## config.mk

```make
export PLATFORM = sky130hd
export DESIGN_NAME = wt_snoop_cache
export DESIGN_NICKNAME = d
export VERILOG_FILES = /design/src/rtl/wtc_pkg.sv /design/src/rtl/wtc_line_store.sv /design/src/rtl/wtc_snoop_gate.sv /design/src/rtl/wtc_ctrl.sv /design/src/rtl/wt_snoop_cache.sv
export SDC_FILE = /design/constraint.sdc
export NUM_CORES = 1
export LEC_CHECK = 0
export CAP_MARGIN = 20
export CORE_ASPECT_RATIO = 1.1
export CORE_UTILIZATION = 40
export CTS_BUF_LIST = sky130_fd_sc_hd__clkbuf_8
export CTS_CLUSTER_DIAMETER = 60
export DETAILED_ROUTE_END_ITERATION = 6
export PLACE_DENSITY = 0.61
export SLEW_MARGIN = 20
export SYNTH_ARGS = -nofsm -noshare
export SYNTH_HDL_FRONTEND = slang
export SYNTH_SLANG_ARGS = --single-unit
```

## constraint.sdc

```tcl
create_clock -name clk -period 8.2 [get_ports clk]
set_input_delay 2.05 -clock clk [delete_from_list [all_inputs] [get_ports clk]]
set_output_delay 2.05 -clock clk [all_outputs]
set_load 0.01 [all_outputs]
```

## src/rtl/wtc_pkg.sv

```systemverilog
package wtc_pkg;
  typedef enum logic [1:0] {
    ST_IDLE,
    ST_LOOK,
    ST_BUS,
    ST_RESP
  } ctl_state_e;

  localparam logic CMD_READ  = 1'b0;
  localparam logic CMD_WRITE = 1'b1;
endpackage

```

## src/rtl/wtc_line_store.sv

```systemverilog
module wtc_line_store #(
  parameter int ADDR_W = 16,
  parameter int DATA_W = 32,
  parameter int IDX_W  = 4
) (
  input  logic              clk,
  input  logic              rst_n,
  input  logic [ADDR_W-1:0] lk_addr,
  output logic              lk_hit,
  output logic [DATA_W-1:0] lk_data,
  input  logic [ADDR_W-1:0] sn_addr,
  output logic              sn_hit,
  input  logic              inv_en,
  input  logic              fill_en,
  input  logic              upd_en,
  input  logic [ADDR_W-1:0] wr_addr,
  input  logic [DATA_W-1:0] wr_data
);
  localparam int LINES = 1 << IDX_W;
  localparam int TAG_W = ADDR_W - IDX_W;

  logic [LINES-1:0]  valid_q;
  logic [TAG_W-1:0]  tag_q  [LINES];
  logic [DATA_W-1:0] data_q [LINES];

  logic [IDX_W-1:0] lk_idx, sn_idx, wr_idx;
  logic [TAG_W-1:0] lk_tag, sn_tag, wr_tag;
  logic             lk_raw;
  logic [LINES-1:0] sn_match;

  assign lk_idx = lk_addr[IDX_W-1:0];
  assign lk_tag = lk_addr[ADDR_W-1:IDX_W];
  assign sn_idx = sn_addr[IDX_W-1:0];
  assign sn_tag = sn_addr[ADDR_W-1:IDX_W];
  assign wr_idx = wr_addr[IDX_W-1:0];
  assign wr_tag = wr_addr[ADDR_W-1:IDX_W];

  // processor-side lookup; an invalidation landing this cycle on the same line wins
  assign lk_raw  = valid_q[lk_idx] && (tag_q[lk_idx] == lk_tag);
  assign lk_hit  = lk_raw && !(inv_en && (sn_idx == lk_idx));
  assign lk_data = data_q[lk_idx];

  // snoop-side compare, one comparator per line
  for (genvar i = 0; i < LINES; i++) begin : g_snoop_cmp
    assign sn_match[i] = valid_q[i] && (sn_idx == IDX_W'(i)) && (tag_q[i] == sn_tag);
  end
  assign sn_hit = |sn_match;

  always_ff @(posedge clk or negedge rst_n) begin
    if (!rst_n) begin
      valid_q <= '0;
    end else begin
      if (fill_en) valid_q[wr_idx] <= 1'b1;
      if (inv_en)  valid_q[sn_idx] <= 1'b0;
    end
  end

  always_ff @(posedge clk) begin
    if (fill_en) begin
      tag_q[wr_idx]  <= wr_tag;
      data_q[wr_idx] <= wr_data;
    end else if (upd_en) begin
      data_q[wr_idx] <= wr_data;
    end
  end


  inv_clear_chk: assert property (@(posedge clk) disable iff (!rst_n)
    (inv_en && !fill_en) |=> !valid_q[$past(sn_idx)]);


  fill_set_chk: assert property (@(posedge clk) disable iff (!rst_n)
    (fill_en && !inv_en) |=> valid_q[$past(wr_idx)]);
endmodule

```

## src/rtl/wtc_snoop_gate.sv

```systemverilog
module wtc_snoop_gate (
  input  logic snp_valid,
  input  logic snp_write,
  input  logic own_tenure,
  input  logic sn_hit,
  output logic inv_en
);
  // only a foreign write that matches a resident line clears it
  assign inv_en = snp_valid && snp_write && !own_tenure && sn_hit;
endmodule

```

## src/rtl/wtc_ctrl.sv

```systemverilog
module wtc_ctrl
  import wtc_pkg::*;
#(
  parameter int ADDR_W = 16,
  parameter int DATA_W = 32
) (
  input  logic              clk,
  input  logic              rst_n,
  input  logic              cpu_req_valid,
  output logic              cpu_req_ready,
  input  logic              cpu_req_write,
  input  logic [ADDR_W-1:0] cpu_req_addr,
  input  logic [DATA_W-1:0] cpu_req_wdata,
  output logic              cpu_rsp_valid,
  input  logic              cpu_rsp_ready,
  output logic [DATA_W-1:0] cpu_rsp_rdata,
  output logic              bus_req,
  output logic              bus_cmd,
  output logic [ADDR_W-1:0] bus_addr,
  output logic [DATA_W-1:0] bus_wdata,
  input  logic              bus_ack,
  input  logic [DATA_W-1:0] bus_rdata,
  output logic [ADDR_W-1:0] lk_addr,
  input  logic              lk_hit,
  input  logic [DATA_W-1:0] lk_data,
  output logic              fill_en,
  output logic              upd_en,
  output logic [ADDR_W-1:0] wr_addr,
  output logic [DATA_W-1:0] wr_data
);
  ctl_state_e        state_q, state_d;
  logic              req_wr_q;
  logic [ADDR_W-1:0] req_addr_q;
  logic [DATA_W-1:0] req_wdata_q;
  logic [DATA_W-1:0] rsp_data_q;
  logic              accept, read_hit, bus_done;

  assign accept   = (state_q == ST_IDLE) && cpu_req_valid;
  assign read_hit = (state_q == ST_LOOK) && !req_wr_q && lk_hit;
  assign bus_done = (state_q == ST_BUS) && bus_ack;

  always_comb begin
    state_d = state_q;
    unique case (state_q)
      ST_IDLE: if (cpu_req_valid) state_d = ST_LOOK;
      ST_LOOK: state_d = read_hit ? ST_RESP : ST_BUS;
      ST_BUS:  if (bus_ack) state_d = ST_RESP;
      ST_RESP: if (cpu_rsp_ready) state_d = ST_IDLE;
      default: state_d = ST_IDLE;
    endcase
  end

  always_ff @(posedge clk or negedge rst_n) begin
    if (!rst_n) begin
      state_q     <= ST_IDLE;
      req_wr_q    <= 1'b0;
      req_addr_q  <= '0;
      req_wdata_q <= '0;
      rsp_data_q  <= '0;
    end else begin
      state_q <= state_d;
      if (accept) begin
        req_wr_q    <= cpu_req_write;
        req_addr_q  <= cpu_req_addr;
        req_wdata_q <= cpu_req_wdata;
      end
      if (read_hit) rsp_data_q <= lk_data;
      else if (bus_done) rsp_data_q <= req_wr_q ? '0 : bus_rdata;
    end
  end

  assign cpu_req_ready = (state_q == ST_IDLE);
  assign cpu_rsp_valid = (state_q == ST_RESP);
  assign cpu_rsp_rdata = rsp_data_q;

  assign bus_req   = (state_q == ST_BUS);
  assign bus_cmd   = req_wr_q ? CMD_WRITE : CMD_READ;
  assign bus_addr  = req_addr_q;
  assign bus_wdata = req_wdata_q;

  // line-store write port: fills on read completion, refresh on write hit
  assign lk_addr = req_addr_q;
  assign wr_addr = req_addr_q;
  assign wr_data = req_wr_q ? req_wdata_q : bus_rdata;
  assign fill_en = bus_done && !req_wr_q;
  assign upd_en  = bus_done && req_wr_q && lk_hit;


  bus_hold_chk: assert property (@(posedge clk) disable iff (!rst_n)
    (bus_req && !bus_ack) |=> (bus_req && $stable(bus_addr) && $stable(bus_cmd) && $stable(bus_wdata)));


  bus_drop_chk: assert property (@(posedge clk) disable iff (!rst_n)
    (bus_req && bus_ack) |=> !bus_req);


  rsp_hold_chk: assert property (@(posedge clk) disable iff (!rst_n)
    (cpu_rsp_valid && !cpu_rsp_ready) |=> (cpu_rsp_valid && $stable(cpu_rsp_rdata)));


  one_out_chk: assert property (@(posedge clk) disable iff (!rst_n)
    (cpu_req_valid && cpu_req_ready) |=> !cpu_req_ready);


  hit_quiet_chk: assert property (@(posedge clk) disable iff (!rst_n)
    read_hit |=> (cpu_rsp_valid && !bus_req));


  wr_bus_chk: assert property (@(posedge clk) disable iff (!rst_n)
    ((state_q == ST_LOOK) && req_wr_q) |=> (bus_req && bus_cmd == CMD_WRITE));
endmodule

```

## src/rtl/wt_snoop_cache.sv

```systemverilog
module wt_snoop_cache #(
  parameter int ADDR_W = 16,
  parameter int DATA_W = 32,
  parameter int IDX_W  = 4
) (
  input  logic              clk,
  input  logic              rst_n,
  input  logic              cpu_req_valid,
  output logic              cpu_req_ready,
  input  logic              cpu_req_write,
  input  logic [ADDR_W-1:0] cpu_req_addr,
  input  logic [DATA_W-1:0] cpu_req_wdata,
  output logic              cpu_rsp_valid,
  input  logic              cpu_rsp_ready,
  output logic [DATA_W-1:0] cpu_rsp_rdata,
  output logic              bus_req,
  input  logic              bus_gnt,
  output logic              bus_cmd,
  output logic [ADDR_W-1:0] bus_addr,
  output logic [DATA_W-1:0] bus_wdata,
  input  logic              bus_ack,
  input  logic [DATA_W-1:0] bus_rdata,
  input  logic              snp_valid,
  input  logic              snp_write,
  input  logic [ADDR_W-1:0] snp_addr
);
  logic [ADDR_W-1:0] lk_addr, wr_addr;
  logic [DATA_W-1:0] lk_data, wr_data;
  logic              lk_hit, sn_hit, inv_en, fill_en, upd_en, own_tenure;

  assign own_tenure = bus_req && bus_gnt;

  wtc_ctrl #(.ADDR_W(ADDR_W), .DATA_W(DATA_W)) u_ctrl (
    .clk(clk), .rst_n(rst_n),
    .cpu_req_valid(cpu_req_valid), .cpu_req_ready(cpu_req_ready),
    .cpu_req_write(cpu_req_write), .cpu_req_addr(cpu_req_addr),
    .cpu_req_wdata(cpu_req_wdata),
    .cpu_rsp_valid(cpu_rsp_valid), .cpu_rsp_ready(cpu_rsp_ready),
    .cpu_rsp_rdata(cpu_rsp_rdata),
    .bus_req(bus_req), .bus_cmd(bus_cmd), .bus_addr(bus_addr),
    .bus_wdata(bus_wdata), .bus_ack(bus_ack), .bus_rdata(bus_rdata),
    .lk_addr(lk_addr), .lk_hit(lk_hit), .lk_data(lk_data),
    .fill_en(fill_en), .upd_en(upd_en), .wr_addr(wr_addr), .wr_data(wr_data)
  );

  wtc_line_store #(.ADDR_W(ADDR_W), .DATA_W(DATA_W), .IDX_W(IDX_W)) u_store (
    .clk(clk), .rst_n(rst_n),
    .lk_addr(lk_addr), .lk_hit(lk_hit), .lk_data(lk_data),
    .sn_addr(snp_addr), .sn_hit(sn_hit), .inv_en(inv_en),
    .fill_en(fill_en), .upd_en(upd_en), .wr_addr(wr_addr), .wr_data(wr_data)
  );

  wtc_snoop_gate u_gate (
    .snp_valid(snp_valid), .snp_write(snp_write),
    .own_tenure(own_tenure), .sn_hit(sn_hit), .inv_en(inv_en)
  );


  own_ignore_chk: assert property (@(posedge clk) disable iff (!rst_n)
    (bus_req && bus_gnt) |-> !inv_en);


  reset_idle_chk: assert property (@(posedge clk) disable iff (!rst_n)
    $rose(rst_n) |-> (cpu_req_ready && !cpu_rsp_valid && !bus_req));
endmodule

```

### Word level (Yosys, flattened, before mapping)

Memory sizes are Yosys's and may differ from the RTL's.
Index checks and enable logic that the tools add are counted.

* register bits after elaboration: 99
* RAM bits: 704
* input port bits: 105
* output and inout bits: 84
* memories: 2

* $lt $le $gt $ge: 4
* equality and inequality tests: 39
* mux-type cells: 24
* bitwise gates (word level): 4
* reductions and logical operators: 56

Memory list
* u_store.data_q: depth 16, width 32, read ports 1, clocked after Yosys merged registers in 0, write ports 1, line wtc_line_store.sv:24 `logic [DATA_W-1:0] data_q [LINES];`
* u_store.tag_q: depth 16, width 12, read ports 17, clocked after Yosys merged registers in 0, write ports 1, line wtc_line_store.sv:23 `logic [TAG_W-1:0] tag_q [LINES];`

Operators with widths (number)
* $eq A12 B12 Y1: 17
* $mux W32: 5
* $logic_and A1 B1 Y1: 48
* $eq A4 B4 Y1 const B: 8
* $mux W16: 2
* $and A16 B16 Y16: 1
* $eq A4 B3 Y1 const B: 4
* $not A16 Y16: 1
* $or A16 B16 Y16: 1
* $reduce_or A16 Y1: 1
* $lt A4 B5 Y1 const B: 2
* $mux W1: 10
* $demux W1 S4: 2
* $eq A4 B2 Y1 const B: 2
* $ge A4 B1 Y1 const B: 2
* $pmux W2 S4: 1
* $mux W2: 3
* $bmux W1 S4: 1
* $eq A2 B2 Y1 const B: 2
* $eq A4 B1 Y1 const B: 1
* $eq A4 B4 Y1: 1
* $logic_not A4 Y1: 1
* $ne A2 B1 Y1 const B: 2
* $logic_not A1 Y1: 3
* other kinds (6): 6

### Depth between registers and ports, before layout

* depth in word-level cells: 13
* gate-level depth with buffers: 13
* gate-level depth less buffers: 8

### Cells and area by module

A second synthesis with hierarchy kept.

* cell total of the unflattened synthesis: 1846
* area total of the unflattened synthesis: 34286.6 sq um

Modules (own cells, without submodules)
* wtc_line_store: instances 1, cells an instance 1472, area each 30118.9 sq um
* wtc_ctrl: instances 1, cells an instance 372, area each 4151.5 sq um
* wtc_snoop_gate: instances 1, cells an instance 1, area each 10.0 sq um
* wt_snoop_cache: instances 1, cells an instance 1, area each 6.3 sq um

### Worst setup path after synthesis

No wires, ideal clock.

* kind: input-to-reg
* start: input port snp_addr[13]
* end: memory u_store.data_q[10][0] (enable)
* library setup time: 461 ps
* arrival time: 6146 ps
* data required time: 7739 ps
* setup slack: 1593 ps
* cell stages on the path: 11
* path buffers: 3
* cells stage by stage: clkbuf_1 > buf_2 > xnor2_1 > nand4_1 > nor4_1 > nor4_1 > nand4_1 > nand3_1 > a31oi_2 > buf_4 > nor3_1

* word-level cells in the longest chain between the ends: 12

RTL lines
* from (decl): line wt_snoop_cache.sv:25 `input logic [ADDR_W-1:0] snp_addr`
* $eq A12 B12 Y1: line wtc_line_store.sv:45 `assign sn_match[i] = valid_q[i] && (sn_idx == IDX_W'(i)) && (tag_q[i] == sn_tag);`
* $logic_and A1 B1 Y1: line wtc_line_store.sv:45
* $reduce_or A16 Y1 (*): line wtc_line_store.sv:47 `assign sn_hit = |sn_match;`
* $logic_and A1 B1 Y1 (*): line wtc_snoop_gate.sv:9 `assign inv_en = snp_valid && snp_write && !own_tenure && sn_hit;`
* $logic_and A1 B1 Y1 (*): line wtc_line_store.sv:40 `assign lk_hit = lk_raw && !(inv_en && (sn_idx == lk_idx));`
* $logic_not A1 Y1 (*): line wtc_line_store.sv:40
* $logic_and A1 B1 Y1 (*): line wtc_line_store.sv:40
* $logic_and A1 B1 Y1 (*): line wtc_ctrl.sv:86 `assign upd_en = bus_done && req_wr_q && lk_hit;`
* $mux W1 (*): line wtc_line_store.sv:62 `end else if (upd_en) begin`
* $mux W1 (*): line wtc_line_store.sv:59 `if (fill_en) begin`
* $mux W1 (not written as such) (*): line wtc_line_store.sv:63 `data_q[wr_idx] <= wr_data;`
* $or A1 B1 Y1 (no line) (*)
* to (decl): line wtc_line_store.sv:24

Every way passes the cells marked *; elsewhere a longest branch is shown, timed or not.

### Final worst setup path

* start: input port snp_addr[10]
* end: memory u_store.data_q[6][27] (enable)

The elaborated chain is that of the path after synthesis.

==> qor.log <==
[cells_and_area] register area 23600 um^2
[worst_hold_path] instance count along the most critical hold path 1
[setup_path] Worst Reg2Reg Path Length in Cells 10
[grt] first-pass GRT wire length 138000 um
[setup_path] minimum setup slack among reg-to-reg paths 2500 ps
[timing] tightest slew margin relative to the limit 23.8%
[placement] total of buffers placed on input and output ports 188
[power_and_ir_drop] static leakage power 13.4 nW
[worst_hold_path] end point of the worst hold path u_ctrl.bus_addr[5]$_DFFE_PN0P_
[synth] most instantiated library cell after synthesis edfxtp_1
[detailed_routing] routed length per instance 27.8 um
[synth] post-synthesis register bit count 803
[grt] total overflow reported by the global router 0
[setup_path] ordered cell list for the critical path clkdlybuf4s50_1 > buf_4 > xnor2_1 > nand4_1 > nor4_1 > nor4_1 > nand4_1 > nand3_1 > a31oi_4 > nor3_2 > buf_4
[timing] slew at the pin closest to its max-slew limit 1140 ps
[detailed_routing] detailed-route vias per instance 5.53
[detailed_routing] Routed Wire Length 95100 um
[detailed_routing] remaining design rule violation count 0
[clocking] Clk Latency, worst-skew pair 810 ps
[cells_and_area] cell area after layout 40200 um^2
[placement] area after detailed placement 37600 um^2
[setup_path] number of buffer and inverter stages on the critical path 3
[timing] minimum period implied by the final worst setup slack 6180 ps
[power_and_ir_drop] clock network power share 24.9%
[synth] Avg Synthesized Cell Area 18.2 um^2
[timing] RSZ-0062 raised after global routing false
[clocking] register clock-pin slew on the reported worst setup and hold paths 50 ps
[die] DIE HEIGHT 308 um
[die] Chip Width 281 um
[power_and_ir_drop] Gate power share 32.9%
[setup_path] top cell family by delay on the critical path simple AND/OR/NAND/NOR gates
[synth] post-synth cell types 51
[power_and_ir_drop] Sw Share 33.4%
[setup_path] crit path capture type register
[clocking] TritonCTS buffer count 138
[detailed_routing] Via Count 18900
[die] Die ar. 86500 um^2
[synth] post-synthesis cell area 34100 um^2
[worst_hold_path] origin of the worst min-delay path u_ctrl.bus_addr[5]$_DFFE_PN0P_
[timing] maximum operating frequency 162 MHz
[clocking] buffer levels on the longest clock path 3
[synth] area share of the largest cell type after synthesis 61.9%
[setup_path] worst setup path class input port to register
[setup_path] critical path startpoint category input port
[placement] detailed placement HPWL 62200 um
[timing] count of endpoints failing hold in the final timing report 0
[setup_path] worst path arrival time 6630 ps
[synth] sequential-to-total area share from yosys stat 69.2%
[die] area of the core 84600 um^2
[detailed_routing] Detail Route Antenna Nets 0
[power_and_ir_drop] worst voltage drop across the vdd grid 266 uV
[cells_and_area] multi-input logic area 10100 um^2
[setup_path] stage delay of the slowest cell on the critical path 1070 ps
[power_and_ir_drop] net switching component of the power 4.54 mW
[placement] pre-CTS worst setup slack 963 ps
[clocking] setup bufs post-CTS 0
[grt] maximum number of pins on one net before global-route repair 73
[worst_hold_path] worst min-delay path category register to register
[synth] Main synth FF type edfxtp_1
[synth] top area cells in the synthesized netlist edfxtp_1 62%, mux4_2 13%, dfrtp_1 7.3%
[detailed_routing] drt first pass iters 5
[grt] overall fraction of global-route tracks in use 22.5%
[synth] number of standard cells after synthesis 1876
[timing] Final period util 75.4%
[die] number of rows created at floorplan 112
[synth] area leader, netlist edfxtp_1
[synth] Synth top cells by count 704 x edfxtp_1, 203 x xnor2_1, 193 x mux4_2, 150 x nand2_1, 99 x dfrtp_1
[clocking] total of hold buffers inserted after clock tree synthesis 0
[grt] number of antenna violations at the first check in global routing 1
[power_and_ir_drop] relative contribution of sequential cells to total power 42.2%
[clocking] Gates resized, CTS repair 0
[die] initial core utilization 40.3%
[grt] number of global-route vias before repair 19900
[placement] GPL Wtd Cong 0.936
[clocking] Sink Count 803
[timing] skew final 39.3 ps
[power_and_ir_drop] Total Power Consumption 13.6 mW
[run_status] outcome finished, final reports clean
[setup_path] Worst Path Required 8650 ps
[power_and_ir_drop] cell internal power dissipation 9.04 mW
[clocking] library cell used as clock root buffer clkbuf_8
[power_and_ir_drop] total power per unit cell area 338 nW/um^2
[setup_path] Slowest cell on crit path clkdlybuf4s50_1
[cells_and_area] layout filler cell count 7302
[timing] setup_tns 0 ps
[detailed_routing] initial drt markers 1536
[cells_and_area] layout overhead on the synthesized area 17.7%
[setup_path] worst-path fanout max 21
[cells_and_area] net count reported at finish 2272
[timing] setup violation total in the final timing report 0
[clocking] H-tree depth reported by CTS 4
[synth] number of enable-type register cells in the synthesized netlist 704
[synth] Ys Warns 0
[setup_path] end of the worst register-to-register path u_store.data_q[6][27]$_DFFE_PP_
[placement] number of placed instances with taps included 3163
[die] I/O pin total 189
[timing] setup slack of the critical path after layout 2020 ps
[synth] share of async-settable or async-resettable flops after synthesis 12.3%
[run] number of max-cap violations 0
[timing] final count of pins violating max slew 0
[cells_and_area] share of layout cells above drive strength 1 25.0%
[synth] Synthesized Nets 1985
[cells_and_area] final std cells w/o fill 3415
[setup_path] R2R Path Start u_ctrl.bus_addr[0]$_DFFE_PN0P_
[clocking] TritonCTS clock tree done
## cell usage in the layout (no fill, tap or decap), types with 29 or more instances in the layout
cell and count:
edfxtp_1 704, xnor2_1 203, mux4_2 193, clkdlybuf4s50_1 187, clkbuf_8 150, nand2_1 148, dfrtp_1 94, buf_4 68
inv_1 56, mux2_2 56, nand4_1 55, mux2i_1 41, o21ai_0 36, mux2_4 29
## registers in the layout, indices dropped and copies added, names as in the netlist
name / flops
u_store.valid_q: 16
u_store.data_q: 512
u_store.tag_q: 192
u_ctrl.cpu_rsp_rdata: 32
u_ctrl.state_q: 2
u_ctrl.bus_addr: 16
u_ctrl.bus_wdata: 32
u_ctrl.req_wr_q: 1
## worst max path at each step
| stage | from | to | slack, ps | cells past startpoint |
|---|---|---|---|---|
| 2_1_floorplan | snp_addr[13] | u_store.data_q[10][0]$_DFFE_PP_ | 1590 | 11 |
| 3_3_place_gp | snp_addr[12] | u_store.data_q[7][18]$_DFFE_PP_ | 990 | 11 |
| 3_5_place_dp | snp_addr[15] | u_store.data_q[5][18]$_DFFE_PP_ | 960 | 11 |
| 4_1_cts | snp_addr[15] | u_store.data_q[5][25]$_DFFE_PP_ | 1810 | 11 |
| 5_1_grt | snp_addr[10] | u_store.data_q[6][21]$_DFFE_PP_ | 1860 | 11 |
| 6_report | snp_addr[10] | u_store.data_q[6][27]$_DFFE_PP_ | 2020 | 11 |
## power groups by stage
stage               logic, mW  clock network [mW]  registers [mW]
finish                   4.47                3.38            5.73
global route             4.77                3.65            5.77
CTS                      4.52                3.47            5.73
detailed placement       4.50                   0            5.81
global placement         4.45                   0            5.80
floorplan                2.77                   0            5.72
## metrics by stage
stage | utilization [%] | hold slack (ps)
2_1_floorplan | - | 477
3_3_place_gp | 44.4 | 498
3_5_place_dp | 44.4 | 506
4_1_cts | 47.4 | 516
5_1_grt | 47.5 | 534
6_report | 47.5 | 511
## cell type report
class / instances / area share [%]
diodes: 4 / 0.0249
clock buffers: 150 / 5.14
clock inverters: 98 / 1.24
inverters: 9 / 0.0841
multi-input cells: 954 / 25.1
flip-flops and latches: 803 / 58.8
well taps: 1140 / 3.55
repair buffers: 257 / 6.01
## layer usage
layer	vias to the layer above	global-route usage (%)	share of wire [%]
met5	-	0	0
met4	0	8.69	3.3
met3	165	4.36	5.7
met2	763	38.4	51
met1	9935	28.1	40
li1	8019	-	-
## cell families (layout without fill, tap and decap cells)
family          Yosys count  count (layout)  share of synthesized area, %
compound gates           96              96                          1.92
mux                     321             321                          17.1
fa+ha+maj                 4               4                         0.147
flops                   803             803                          69.2
other cells               0               4                             0
buf+inv                 119             514                          1.67
simple gates            321             321                          4.52
xor+xnor                212             212                          5.44
Note: power is estimated with default switching activity, not from simulation.
